==> config.mk <==
export PLATFORM = sky130hd
export DESIGN_NAME = step_sense_seq
export DESIGN_NICKNAME = d
export VERILOG_FILES = /design/src/rtl/step_sense_seq.sv
export SDC_FILE = /design/constraint.sdc
export NUM_CORES = 1
export LEC_CHECK = 0
export ABC_AREA = 0
export BUFFER_PORTS_ARGS = -buffer_cell sky130_fd_sc_hd__buf_4
export CAP_MARGIN = 15
export CELL_PAD_IN_SITES_DETAIL_PLACEMENT = 1
export CELL_PAD_IN_SITES_GLOBAL_PLACEMENT = 2
export CORE_UTILIZATION = 32
export DETAILED_ROUTE_END_ITERATION = 8
export PLACE_DENSITY_LB_ADDON = 0.08
export SETUP_SLACK_MARGIN = 0.2
export SYNTH_ARGS = -nofsm -noshare
export SYNTH_HDL_FRONTEND = slang
export SYNTH_SLANG_ARGS = --single-unit
export TNS_END_PERCENT = 1
==> constraint.sdc <==
create_clock -name clk -period 3.2 [get_ports clk]
set_clock_uncertainty 0.15 [all_clocks]
set_input_delay 0.16 -clock clk [delete_from_list [all_inputs] [get_ports clk]]
set_output_delay 0.16 -clock clk [all_outputs]
set_load 0.03 [all_outputs]
==> src/rtl/step_sense_seq.sv <==
module step_sense_seq #(
  parameter int UNIT  = 16,
  parameter int GAP   = 8,
  parameter int FRAME = 512
)(
  input  logic       clk,
  input  logic       rst_n,
  input  logic       tick,
  input  logic       start,
  input  logic       dir,
  input  logic [2:0] width_code,
  input  logic [2:0] limit_code,
  input  logic       pos_hit,
  input  logic       neg_hit,
  output logic [5:0] bridge,
  output logic       sample,
  output logic       step_ok,
  output logic       step_fail
);
  localparam int TW = $clog2(FRAME);
  localparam int GB = $clog2(GAP);
  localparam int LW = $clog2(11 * UNIT + 1);

  localparam logic [5:0] SW_SHORT = 6'b000011;
  localparam logic [5:0] SW_OPEN  = 6'b000000;
  localparam logic [5:0] SW_DRV_F = 6'b000110;
  localparam logic [5:0] SW_DRV_R = 6'b001001;
  localparam logic [5:0] SW_SNS_X = 6'b010010;
  localparam logic [5:0] SW_SNS_Y = 6'b100001;

  logic          busy, dir_q;
  logic [2:0]    wc_q, lc_q;
  logic [TW-1:0] pos_t;
  logic          armed;
  logic [LW-1:0] wcnt;

  logic [TW-1:0] drive_end, short_end, open_end, rel;
  logic [LW-1:0] lim;
  logic          in_slot, is_p3, is_p4, win_open, hit_ok, at_last;

  assign drive_end = TW'((32'(wc_q) + 1) * UNIT);
  assign short_end = drive_end + TW'(UNIT);
  assign open_end  = drive_end + TW'(2 * UNIT);
  assign rel       = pos_t - open_end;
  assign lim       = LW'((32'(lc_q) + 4) * UNIT);

  assign in_slot  = busy && (pos_t >= open_end) && (rel[GB-1:0] == '0);
  assign is_p3    = in_slot && !rel[GB];
  assign is_p4    = in_slot &&  rel[GB];
  assign win_open = armed && (wcnt < lim);
  assign hit_ok   = is_p4 && neg_hit && win_open;
  assign at_last  = pos_t == TW'(FRAME - 1);
  assign sample   = in_slot;

  always_comb begin
    if (!busy)                   bridge = SW_SHORT;
    else if (pos_t < drive_end)  bridge = dir_q ? SW_DRV_R : SW_DRV_F;
    else if (pos_t < short_end)  bridge = SW_SHORT;
    else if (pos_t < open_end)   bridge = SW_OPEN;
    else if (is_p3)              bridge = dir_q ? SW_SNS_Y : SW_SNS_X;
    else if (is_p4)              bridge = dir_q ? SW_SNS_X : SW_SNS_Y;
    else                         bridge = SW_SHORT;
  end

  always_ff @(posedge clk or negedge rst_n) begin
    if (!rst_n) begin
      busy      <= 1'b0;
      dir_q     <= 1'b0;
      wc_q      <= '0;
      lc_q      <= '0;
      pos_t     <= '0;
      armed     <= 1'b0;
      wcnt      <= '0;
      step_ok   <= 1'b0;
      step_fail <= 1'b0;
    end else begin
      step_ok   <= 1'b0;
      step_fail <= 1'b0;
      if (!busy) begin
        if (start) begin
          busy  <= 1'b1;
          dir_q <= dir;
          wc_q  <= width_code;
          lc_q  <= limit_code;
          pos_t <= '0;
          armed <= 1'b0;
          wcnt  <= '0;
        end
      end else if (tick) begin
        if (hit_ok) begin
          step_ok <= 1'b1;
          busy    <= 1'b0;
        end else if (at_last) begin
          step_fail <= 1'b1;
          busy      <= 1'b0;
        end else begin
          pos_t <= pos_t + 1'b1;
          if (is_p3 && pos_hit && !win_open) begin
            armed <= 1'b1;
            wcnt  <= '0;
          end else if (win_open) begin
            wcnt <= wcnt + 1'b1;
          end
        end
      end
    end
  end
endmodule

# == Yosys cells after proc, flatten, opt, wreduce, memory -nomap -nowiden ==
# Index checks and enable logic that the tools add are counted.
# classes
mux,39
n_reduce_logical,17
n_lt_le_gt_ge,5
eq_ne,6
add_sub_neg,7
bitwise,1
# op_table
cell,n
$mux W8,7
$mux W6,8
$mux W9,5
$lt A9 B9 Y1,2
$mux W1,18
$reduce_and A5 Y1,2
$add A8 B5 Y9 const B,1
$add A8 B6 Y9 const B,1
$add A9 B1 Y9 const B,1
$eq A9 B9 Y1 const B,1
$ge A9 B9 Y1,1
$logic_and A1 B1 Y1,9
$lt A9 B8 Y1,1
$add A8 B1 Y8 const B,1
$lt A8 B8 Y1,1
$ne A2 B2 Y1 const B,3
$add A3 B1 Y4 const B,1
$add A3 B3 Y4 const B,1
$mux W4,1
$reduce_and A4 Y1,1
$sub A4 B4 Y4,1
$logic_not A3 Y1,1
$ne A3 B1 Y1 const B,1
$logic_not A1 Y1,2
other kinds (4),4
# totals
in_bits,13
elab_cells,84
out_inout_bits,9
ff_bits,28

# == Longest topological paths before layout ==
# Gate-level depths: netlist of run 1.
# depth
ltp_word,13
depth_mapped,13

# == Worst setup path after synthesis of run 1 ==
# OpenSTA, ideal clock, no wires.
# synth_path
path_kind,reg-to-output
from,register wc_q[0]
to,output port bridge[4]
path_stages_with_launch,13
path_buffers,0
arrival_time_ns,3.999
setup_slack_ns,-1.109
cell_sequence,dfrtp_1 inv_1 ha_1 inv_1 ha_1 xor2_1 ha_1 nand2_1 o21ai_0 o21ai_2 inv_1 nand2_1 a2111oi_0
# synth_between
elab_chain_len,12
elab_cells_between_ends,17
cone_classes,3 x add/sub; 4 x order compare; 6 x mux; 4 x reduce/logical
# synth_rtl
item,line_no,source
"start, declared",32,"logic [2:0] wc_q, lc_q;"
"start signal, assigned",83,wc_q <= width_code;
$add A3 B1 Y4 (*),41,assign drive_end = TW'((32'(wc_q) + 1) * UNIT);
$add A8 B6 Y9 (*),43,assign open_end = drive_end + TW'(2 * UNIT);
$ge A9 B9 Y1 (*),47,assign in_slot = busy && (pos_t >= open_end) && (rel[GB-1:0] == '0);
$logic_and A1 B1 Y1 (*) (2 in series),47,
net sample,16,"output logic sample,"
$logic_and A1 B1 Y1,49,assign is_p4 = in_slot && rel[GB];
$mux W6,61,else if (is_p4) bridge = dir_q ? SW_SNS_X : SW_SNS_Y;
$mux W6 (*),60,else if (is_p3) bridge = dir_q ? SW_SNS_Y : SW_SNS_X;
$mux W6 (*),59,else if (pos_t < open_end) bridge = SW_OPEN;
$mux W6 (*),58,else if (pos_t < short_end) bridge = SW_SHORT;
$mux W6 (*),57,else if (pos_t < drive_end) bridge = dir_q ? SW_DRV_R : SW_DRV_F;
$mux W6 (*),56,if (!busy) bridge = SW_SHORT;
"end, declared",15,"output logic [5:0] bridge,"
# Mark *: on every way through the listed nets, which the timed path passes. The rest lies on a longest branch.

# == Final worst setup path of run 1 ==
# layout_path
from,register wc_q[0]
to,output port bridge[0]
# layout_between
elab_chain_len,12
elab_cells_between_ends,17
cone_classes,3 x add/sub; 4 x order compare; 6 x mux; 4 x reduce/logical
# layout_rtl
item,line_no
$add A3 B1 Y4 (*),41
$add A8 B6 Y9,43
$ge A9 B9 Y1,47
$logic_and A1 B1 Y1 (2 in series),47
$logic_and A1 B1 Y1,49
$mux W6,61
$mux W6,60
$mux W6,59
$mux W6,58
$mux W6 (*),57
$mux W6 (*),56
# Mark *: on every way between the ends. The rest lies on a longest branch, timed or not.

==> results of run 1 <==
==> state kept, by name, summed over array words and instances (netlist names) <==
signal     flops
armed          1
busy           1
dir_q          1
lc_q           3
pos_t          9
step_fail      1
step_ok        1
wc_q           3
wcnt           8
==> cell families after synthesis <==
family                     Yosys count  synth area share, %
AOI/OAI and AO/OA                   67                 23.4
buffers and inverters               21                 4.81
adders and majority gates           23                 14.2
DFF                                 28                 34.5
xor gates and xnor gates             6                 2.59
and+or+nand+nor                     84                 20.5
==> final timing paths <==
path	end	cells past startpoint	from
setup reg to reg	pos_t[5]	13	wc_q[0]
hold reg to reg	armed	1	armed
setup / recovery	bridge[0]	11	wc_q[0]
hold / removal	busy	3	tick
min in group asynchronous	pos_t[7]	2	rst_n
max in group asynchronous	wc_q[2]	2	rst_n
==> final cells by class <==
| cell class | count | area, um2 | share of cell area (%) |
|---|---|---|---|
| sequential | 28 | 704 | 25.8 |
| tap | 75 | 93.8 | 3.44 |
| multi-input combinational | 180 | 1390 | 50.9 |
| timing repair buffer | 52 | 433 | 15.9 |
| clock buffer | 4 | 55.1 | 2.02 |
| inverter | 13 | 53.8 | 1.97 |
==> timing repair <==
item	in CTS	in global routing
endpoints found under the setup margin	20	26
resized for setup	21	16
buffers inserted	12	1
hold buffers	8	0
pin swaps	15	19
hold endpoints to repair	35	0
cloned	0	0
==> cells in the final DEF (no fill, tap or decap), types with 3 or more instances in the layout <==
cell / instances
a21oi_1: 7
a31oi_1: 5
buf_4: 38
buf_6: 6
clkbuf_8: 4
dfrtp_1: 25
dfrtp_2: 3
dlygate4sd3_1: 8
ha_1: 19
ha_4: 3
inv_1: 9
nand2_1: 31
nand3_1: 13
nor2_1: 10
nor2b_1: 4
nor3_1: 3
o211ai_1: 3
o21ai_0: 15
o21ai_1: 4
o21ai_4: 3
or3_1: 4
or4_1: 3
xor2_1: 3
==> through the flow <==
stage	utilization, %	cell area, um2
after floorplan	-	2080
after global placement	39.1	2350
after detailed placement	39.1	2350
after CTS	44.1	2660
after global routing	45.3	2730
final	45.3	2730
==> worst max-delay path, cell delays in order (launching register included) <==
cell and delay, ns:
dfrtp_2 0.47, ha_4 0.20, xor2_4 0.15, ha_2 0.20, xor2_1 0.16, ha_1 0.30
nand4b_1 0.17, a21oi_4 0.21, o21ai_4 0.11, o31ai_2 0.23, a22oi_1 0.14, buf_4 0.19
==> report_power, final <==
| part | leakage, nW | switching, W | internal [W] |
|---|---|---|---|
| combinational | 0.799 | 0.000948 | 0.000753 |
| clock | 0.0288 | 0.000124 | 0.000111 |
| sequential | 0.353 | 0.000146 | 0.000470 |
==> layer usage <==
| layer | track usage [%] | up-vias | wire [um] |
|---|---|---|---|
| met3 | 1.67 | 2 | 75 |
| met4 | 3.68 | 0 | 28 |
| met2 | 32.9 | 15 | 2860 |
| met5 | 0 | - | 0 |
| met1 | 26.5 | 946 | 2830 |
| li1 | - | 935 | - |
==> flow_summary.yaml, run 1 <==
worst_hold_path:
  hold_path_class: "in -> reg"
pwr:
  leakagePower_nw: 1.18
  peakVddDrop_mv: 0.545
  total_power_w: 0.00255
  pwr_density_cell_mw_per_mm2: 935
floorplanning:
  dieWidth_um: 81.6
  die_area_mm2: 0.00666
  ioPinCount: 22
  start_util_pct: 33.7
  core.rowCount: 28
  core_area_mm2: 0.00603
  dieHeight_um: 81.6
layout:
  drive_gt1_share_pct: 30.0
  antenna_cells: 0
  instances_no_fill: 352
  final_nets: 314
  nFillCells: 713
  area_growth_pct: 34.5
global_route:
  grt_max_degree: 29
  grt_overflow_total: 0
  grt.total_usage_pct: 19.2
  grt_pass1_vias: 1947
  grt_pass1_wl_mm: 9.63
  grt_antenna_before_repair: 0
synthesis:
  synthArstFlopShare_pct: 100
  synth_top_area_share_pct: 34.5
  ys_warn_count: 0
  yosys-top-cells-area: "dfrtp_1 35%, ha_1 14%, nand2_1 5.9%"
  yosys-top-cells-count: "32 x nand2_1, 28 x dfrtp_1, 23 x ha_1"
  synth_top_area_cell: "dfrtp_1"
  netlist_area_mm2: 0.00203
  syn-mean-instance-area_um2: 8.86
  synthCells: 229
  synth.most_common_cell: "nand2_1"
  ys_types: 48
  ys_seq_elements: 28
  yosysSeqAreaShare_pct: 34.5
  synth_ff_type: "dfrtp_1"
  synth_edf_count: 0
  syn_nets: 265
run_status:
  status: "finished clean"
place:
  place_hpwl_mm: 4.11
  portBuffers: 21
  place_ws_ns: 0.0720
  gp_congestion: 0.729
  dp_cells: 327
sta:
  maxSlewViolCount: 0
  timing.setup.tns_ns: 0
  min_period_ns: 3.11
  holdWs_ns: 0.0636
  fin_crit_sh_pct: 97.1
  grt_setup_unrepaired: "true"
  setup_slack_ns: 0.0915
  max_clock_freq_ghz: 0.322
  worst_pin_slew_ns: 0.557
  relSlewSlack_pct: 62.5
  hold_viol: 0
  setup_viol: 0
routing:
  vias_per_cell: 5.39
  wl_per_cell_um: 16.4
  drtIter0Drc: 46
  wirelength_mm: 5.79
  antenna_left: 0
  via_count: 1898
  dr.pass1.iters: 4
  post-route-drc-count: 0
clocking:
  cts_inserted_buffers: 3
  clock_latency_ns: 0.28
  cts_sinks: 28
  cts_tree: "done"
  clockRootBuffer: "clkbuf_8"
  clock_path_buffers: 2
  cts.clk_slew.worst_paths_ns: 0.11
  h-tree-depth: 1
worst_setup_path:
  arrival_ns: 2.80
  worstPathRequired_ns: 2.89
  reg2reg_slack_ns: 0.13
  startpoint_type: "register"
  worstSetupEndpointType: "output port"
  critPathKind: "reg -> out"
  critical_path.max_fanout: 5
job:
  maxCapViolations: 0
Power figures use the tool's default switching activity.
==> run 2, diff against run 1 <==
--- a/config.mk
+++ b/config.mk
@@ -10,6 +10,7 @@
 export CAP_MARGIN = 15
 export CELL_PAD_IN_SITES_DETAIL_PLACEMENT = 1
 export CELL_PAD_IN_SITES_GLOBAL_PLACEMENT = 2
+export CORE_MARGIN = 4
 export CORE_UTILIZATION = 32
 export DETAILED_ROUTE_END_ITERATION = 8
 export PLACE_DENSITY_LB_ADDON = 0.08
==> constraint.sdc (replaced) <==
create_clock -name clk -period 3.2 [get_ports clk]
set_clock_uncertainty 0.15 [all_clocks]
set_input_delay 0.16 -clock clk [delete_from_list [all_inputs] [get_ports clk]]
set_output_delay 0.16 -clock clk [all_outputs]
set_load 0.05 [all_outputs]
==> flow_summary.yaml, run 2 (synthesized netlist as in run 1, its figures left out) <==
worst_setup_path:
  cp_num_buf_inv: 2
  critical_path.max_fanout: 5
  crit_family: "adder cells"
  reg2reg_from: "wc_q[0]"
  cp_slowest_cell: "dfrtp_2"
  reg2reg_slack_ns: 0.06
  setup.worst_path.start: "wc_q[0]"
  rr_endpoint: "pos_t[4]"
  worstSetupEndpointType: "output port"
  r2r_cells: 13
  crit_chain: "ha_4 > xor2_4 > ha_4 > xor2_1 > ha_1 > nand4b_1 > a21oi_4 > o21ai_4 > clkinvlp_4 > nand2_2 > a2111oi_4 > buf_6"
  crit_end: "bridge[4]"
  arrival_ns: 2.86
  critPathKind: "reg -> out"
  path_depth: 12
  worstPathRequired_ns: 2.89
  cpMostUsedCell: "ha_4"
  startpoint_type: "register"
  cpPeakStageDelay_ns: 0.47
pwr:
  p_int_w: 0.00133
  p_sw_share_pct: 50.2
  peakVddDrop_mv: 0.590
  p_switching_w: 0.00134
  seqPwrFrac_pct: 22.8
  clkPwrFrac_pct: 8.8
  leakagePower_nw: 1.17
  pwr_density_cell_mw_per_mm2: 981
  pwr-share-comb_pct: 68.4
global_route:
  grt_pass1_vias: 2088
  grt_antenna_before_repair: 0
  grt.total_usage_pct: 17.4
  grt_max_degree: 29
  grt_pass1_wl_mm: 10.4
  grt_overflow_total: 0
routing:
  drtIter0Drc: 66
  dr.pass1.iters: 4
  vias_per_cell: 5.45
  via_count: 1914
  wirelength_mm: 6.16
  post-route-drc-count: 0
  antenna_left: 0
  wl_per_cell_um: 17.6
sta:
  holdWs_ns: 0.0259
  fin_crit_sh_pct: 99.0
  max_clock_freq_ghz: 0.316
  maxSlewViolCount: 0
  setup_viol: 0
  hold_viol: 0
  worst_pin_slew_ns: 0.646
  relSlewSlack_pct: 56.5
  grt_setup_unrepaired: "true"
  min_period_ns: 3.17
floorplanning:
  start_util_pct: 33.7
  die_area_mm2: 0.00768
  core.rowCount: 28
  dieHeight_um: 87.6
  ioPinCount: 22
  dieWidth_um: 87.6
  core_area_mm2: 0.00603
layout:
  area_growth_pct: 34.0
  antenna_cells: 0
  mostFrequentLayoutCell: "buf_4"
  largestRegisters: "pos_t: 9 flops, wcnt: 8 flops"
  final_util_pct: 45.1
  largest_register_ffs: 9
  instances_no_fill: 351
  drive_gt1_share_pct: 27.9
  fin_area_mm2: 0.00272
  top_register: "pos_t"
  final_cell_mix: "41 x buf_4, 31 x nand2_1, 26 x dfrtp_1, 19 x ha_1, 15 x o21ai_0"
  final_nets: 313
clocking:
  h-tree-depth: 1
  cts_tree: "done"
  clock_path_buffers: 2
  clockRootBuffer: "clkbuf_8"
  clock_latency_ns: 0.29
  cts_sinks: 28
  cts_inserted_buffers: 3
  cts.clk_slew.worst_paths_ns: 0.10
job:
  maxCapViolations: 0
place:
  gp_congestion: 0.734
  portBuffers: 21
  dpl_cell_area_mm2: 0.00240
  place_hpwl_mm: 4.40
  dp_cells: 326
worst_hold_path:
  hold_path_class: "in -> reg"
run_status:
  status: "finished clean"
## run 2: cell count changes in the layout (fill, tap and decap cells not counted), sizes merged
| cell | change |
|---|---|
| buf | -1 |
| clkinvlp | +1 |
| inv | -1 |
## run 2: final cells by class
type | count | area (um2)
Multi-Input combinational cell | 180 | 1400
Timing Repair Buffer | 51 | 410
Tap cell | 75 | 93.8
Fill cell | 700 | 3310
Inverter | 13 | 57.6
Clock buffer | 4 | 55.1
Sequential cell | 28 | 703
## run 2: what timing repair did
action                                 in CTS  in global routing
hold buffers                                8                  0
resized for setup                          11                 10
pin swaps                                   9                  6
endpoints found under the hold margin      35                  0
setup endpoints to repair                  17                 26
setup buffers                              13                  0
## run 2: how the worst min path moves through the flow
stage | from | endpoint | slack [ns] | cells past startpoint
floorplan | rst_n | armed | -0.29 | 0
global placement | rst_n | wc_q[2] | -0.03 | 1
detailed placement | rst_n | wc_q[2] | -0.03 | 1
CTS | tick | busy | 0.02 | 3
global route | tick | busy | 0.04 | 3
finish | tick | busy | 0.03 | 3
## run 2: worst min-delay path, cell delays in order
cell	delay [ns]
buf_4	0.11
o21ai_0	0.06
a21o_1	0.11
## run 2: metal layers
| layer | routed length, um | track usage [%] |
|---|---|---|
| met3 | 207 | 2.35 |
| met1 | 2940 | 22.8 |
| met2 | 2960 | 30.7 |
| met4 | 55 | 3.77 |
| met5 | 0 | 0 |
## run 2: power groups by stage
stage	registers, W	logic (W)	clock network, W
3_3_place_gp	0.000612	0.00152	0
4_1_cts	0.000602	0.00175	0.000246
5_1_grt	0.000624	0.00202	0.000257
6_report	0.000606	0.00182	0.000235
2_1_floorplan	0.000581	0.00115	0
3_5_place_dp	0.000616	0.00153	0
## run 2: through the flow
stage	total power [W]	setup slack [ns]	setup TNS, ns
floorplan	0.00174	-0.00712	-0.00712
CTS	0.00260	0.0639	0
finish	0.00266	0.0306	0
detailed placement	0.00215	0.0606	0
global placement	0.00213	0.109	0
global route	0.00290	-0.0750	-0.462
==> run 3, diff against run 2 <==
--- a/config.mk
+++ b/config.mk
@@ -13,7 +13,7 @@
 export CORE_MARGIN = 4
 export CORE_UTILIZATION = 32
 export DETAILED_ROUTE_END_ITERATION = 8
-export PLACE_DENSITY_LB_ADDON = 0.08
+export PLACE_DENSITY_LB_ADDON = 0.1
 export SETUP_SLACK_MARGIN = 0.2
 export SYNTH_ARGS = -nofsm -noshare
 export SYNTH_HDL_FRONTEND = slang
==> flow_summary.yaml, run 3 (synthesized netlist as in run 1, its figures left out) <==
worst_setup_path:
  cpPeakStageDelay_ns: 0.47
  cp_slowest_cell: "dfrtp_2"
  critPathKind: "reg -> out"
  crit_chain: "ha_4 > xor2_4 > ha_4 > xor2_1 > ha_1 > nand4b_1 > a21oi_4 > o21ai_4 > clkinvlp_4 > nand2_2 > a2111oi_4 > buf_6"
  reg2reg_slack_ns: 0.14
  worstSetupEndpointType: "output port"
  critical_path.max_fanout: 5
  startpoint_type: "register"
  worstPathRequired_ns: 2.89
  arrival_ns: 2.78
  r2r_cells: 12
  cpMostUsedCell: "ha_4"
clocking:
  h-tree-depth: 1
  clock_path_buffers: 2
  cts_sinks: 28
  clock_latency_ns: 0.28
  cts.clk_slew.worst_paths_ns: 0.10
  cts_tree: "done"
  clockRootBuffer: "clkbuf_8"
  cts_inserted_buffers: 3
routing:
  wl_per_cell_um: 16.6
  wirelength_mm: 5.83
  post-route-drc-count: 0
  antenna_left: 0
  top_layer_used: "met4"
  dr.pass1.iters: 4
  route.met3.wl_um: 187
  drtIter0Drc: 60
  wl_met1_mm: 2.98
  vias_per_cell: 5.30
  dr_wl_met2_mm: 2.62
  via_count: 1859
global_route:
  grt.total_usage_pct: 16.5
  grt_pass1_wl_mm: 9.87
  grt_pass1_vias: 1915
  grt_overflow_total: 0
  grt_antenna_before_repair: 0
  grt_max_degree: 29
sta:
  setup_viol: 0
  hold_viol: 0
  relSlewSlack_pct: 50.7
  grt_setup_unrepaired: "true"
  worst_pin_slew_ns: 0.732
  setup_slack_ns: 0.112
  maxSlewViolCount: 0
  min_period_ns: 3.09
  fin_crit_sh_pct: 96.5
  max_clock_freq_ghz: 0.324
place:
  gp_congestion: 0.806
  portBuffers: 21
  place_ws_ns: 0.151
  dp_cells: 327
  place_hpwl_mm: 4.34
  dpl_cell_area_mm2: 0.00240
pwr:
  p_sw_share_pct: 50.0
  clkPwrFrac_pct: 8.6
  pwr-share-comb_pct: 68.5
  p_switching_w: 0.00133
  p_int_w: 0.00134
  peakVddDrop_mv: 0.706
  seqPwrFrac_pct: 22.9
  leakagePower_nw: 1.16
  pwr_density_cell_mw_per_mm2: 979
floorplanning:
  core_area_mm2: 0.00603
  start_util_pct: 33.7
  dieWidth_um: 87.6
  dieHeight_um: 87.6
  ioPinCount: 22
  core.rowCount: 28
  die_area_mm2: 0.00768
layout:
  final_nets: 312
  final_cell_mix: "39 x buf_4, 31 x nand2_1, 26 x dfrtp_1, 19 x ha_1, 14 x o21ai_0"
  largestRegisters: "pos_t: 9 flops, wcnt: 8 flops"
  drive_gt1_share_pct: 29.5
  area_growth_pct: 34.5
  fin_area_mm2: 0.00273
  instances_no_fill: 351
  top_register: "pos_t"
  mostFrequentLayoutCell: "buf_4"
  nFillCells: 716
  largest_register_ffs: 9
run_status:
  status: "finished clean"
worst_hold_path:
  whs_path_depth: 3
  hold_path_class: "in -> reg"
job:
  maxCapViolations: 0
run 3: path summary, 6_finish.rpt:
path / from / end
worst max-delay path: wc_q[0] / bridge[4]
worst min-delay path: tick / step_ok
worst max register to register: wc_q[0] / pos_t[7]
worst min register to register: armed / armed
max in group asynchronous: rst_n / wc_q[1]
min in group asynchronous: rst_n / armed
run 3: worst max-delay path, delay by kind of cell (launching register included):
family / cells / cell delay, ns
flops: 1 / 0.47
xor+xnor: 2 / 0.29
buf+inv: 2 / 0.32
compound gates: 3 / 0.52
fa+ha+maj: 3 / 0.66
simple gates: 2 / 0.23
run 3: area by class of cell:
type / instances / area, um2 / area share [%]
flip-flops and latches: 28 / 703 / 25.8
multi-input cells: 181 / 1420 / 52.1
clock buffers: 4 / 55.1 / 2.02
well taps: 75 / 93.8 / 3.44
inverters: 13 / 57.6 / 2.11
repair buffers: 49 / 395 / 14.5
diodes: 1 / 2.50 / 0.0917
run 3: what timing repair did:
action                     CTS  global route
gates cloned                 1             0
setup buffers                9             1
hold buffers                 8             0
setup endpoints to repair    9            26
gates resized for setup     12            15
hold endpoints to repair    35             0
pin swaps                   13             8
run 3: through the flow:
step,power (W),TNS (ns),hold slack [ns],utilization (%)
after global routing,0.00292,-0.0587,0.0580,45.2
final,0.00267,0,0.0502,45.3
after global placement,0.00213,0,-0.0271,39.9
after CTS,0.00257,0,0.0407,44.2
after floorplan,0.00174,-0.00712,-0.286,-
after detailed placement,0.00215,0,-0.0250,39.9
run 3: power groups by stage:
stage | Clock, W | Combinational, W | Sequential [W]
after floorplan | 0 | 0.00115 | 0.000581
after global placement | 0 | 0.00151 | 0.000615
after detailed placement | 0 | 0.00153 | 0.000618
after CTS | 0.000242 | 0.00172 | 0.000611
after global routing | 0.000258 | 0.00203 | 0.000634
final | 0.000230 | 0.00183 | 0.000611
run 3: metal layers:
layer  global-route usage [%]  up-vias
met4                     3.35        0
met5                        0        -
met3                     2.07        4
met2                     27.1       25
met1                     23.3      902
li1                         -      928
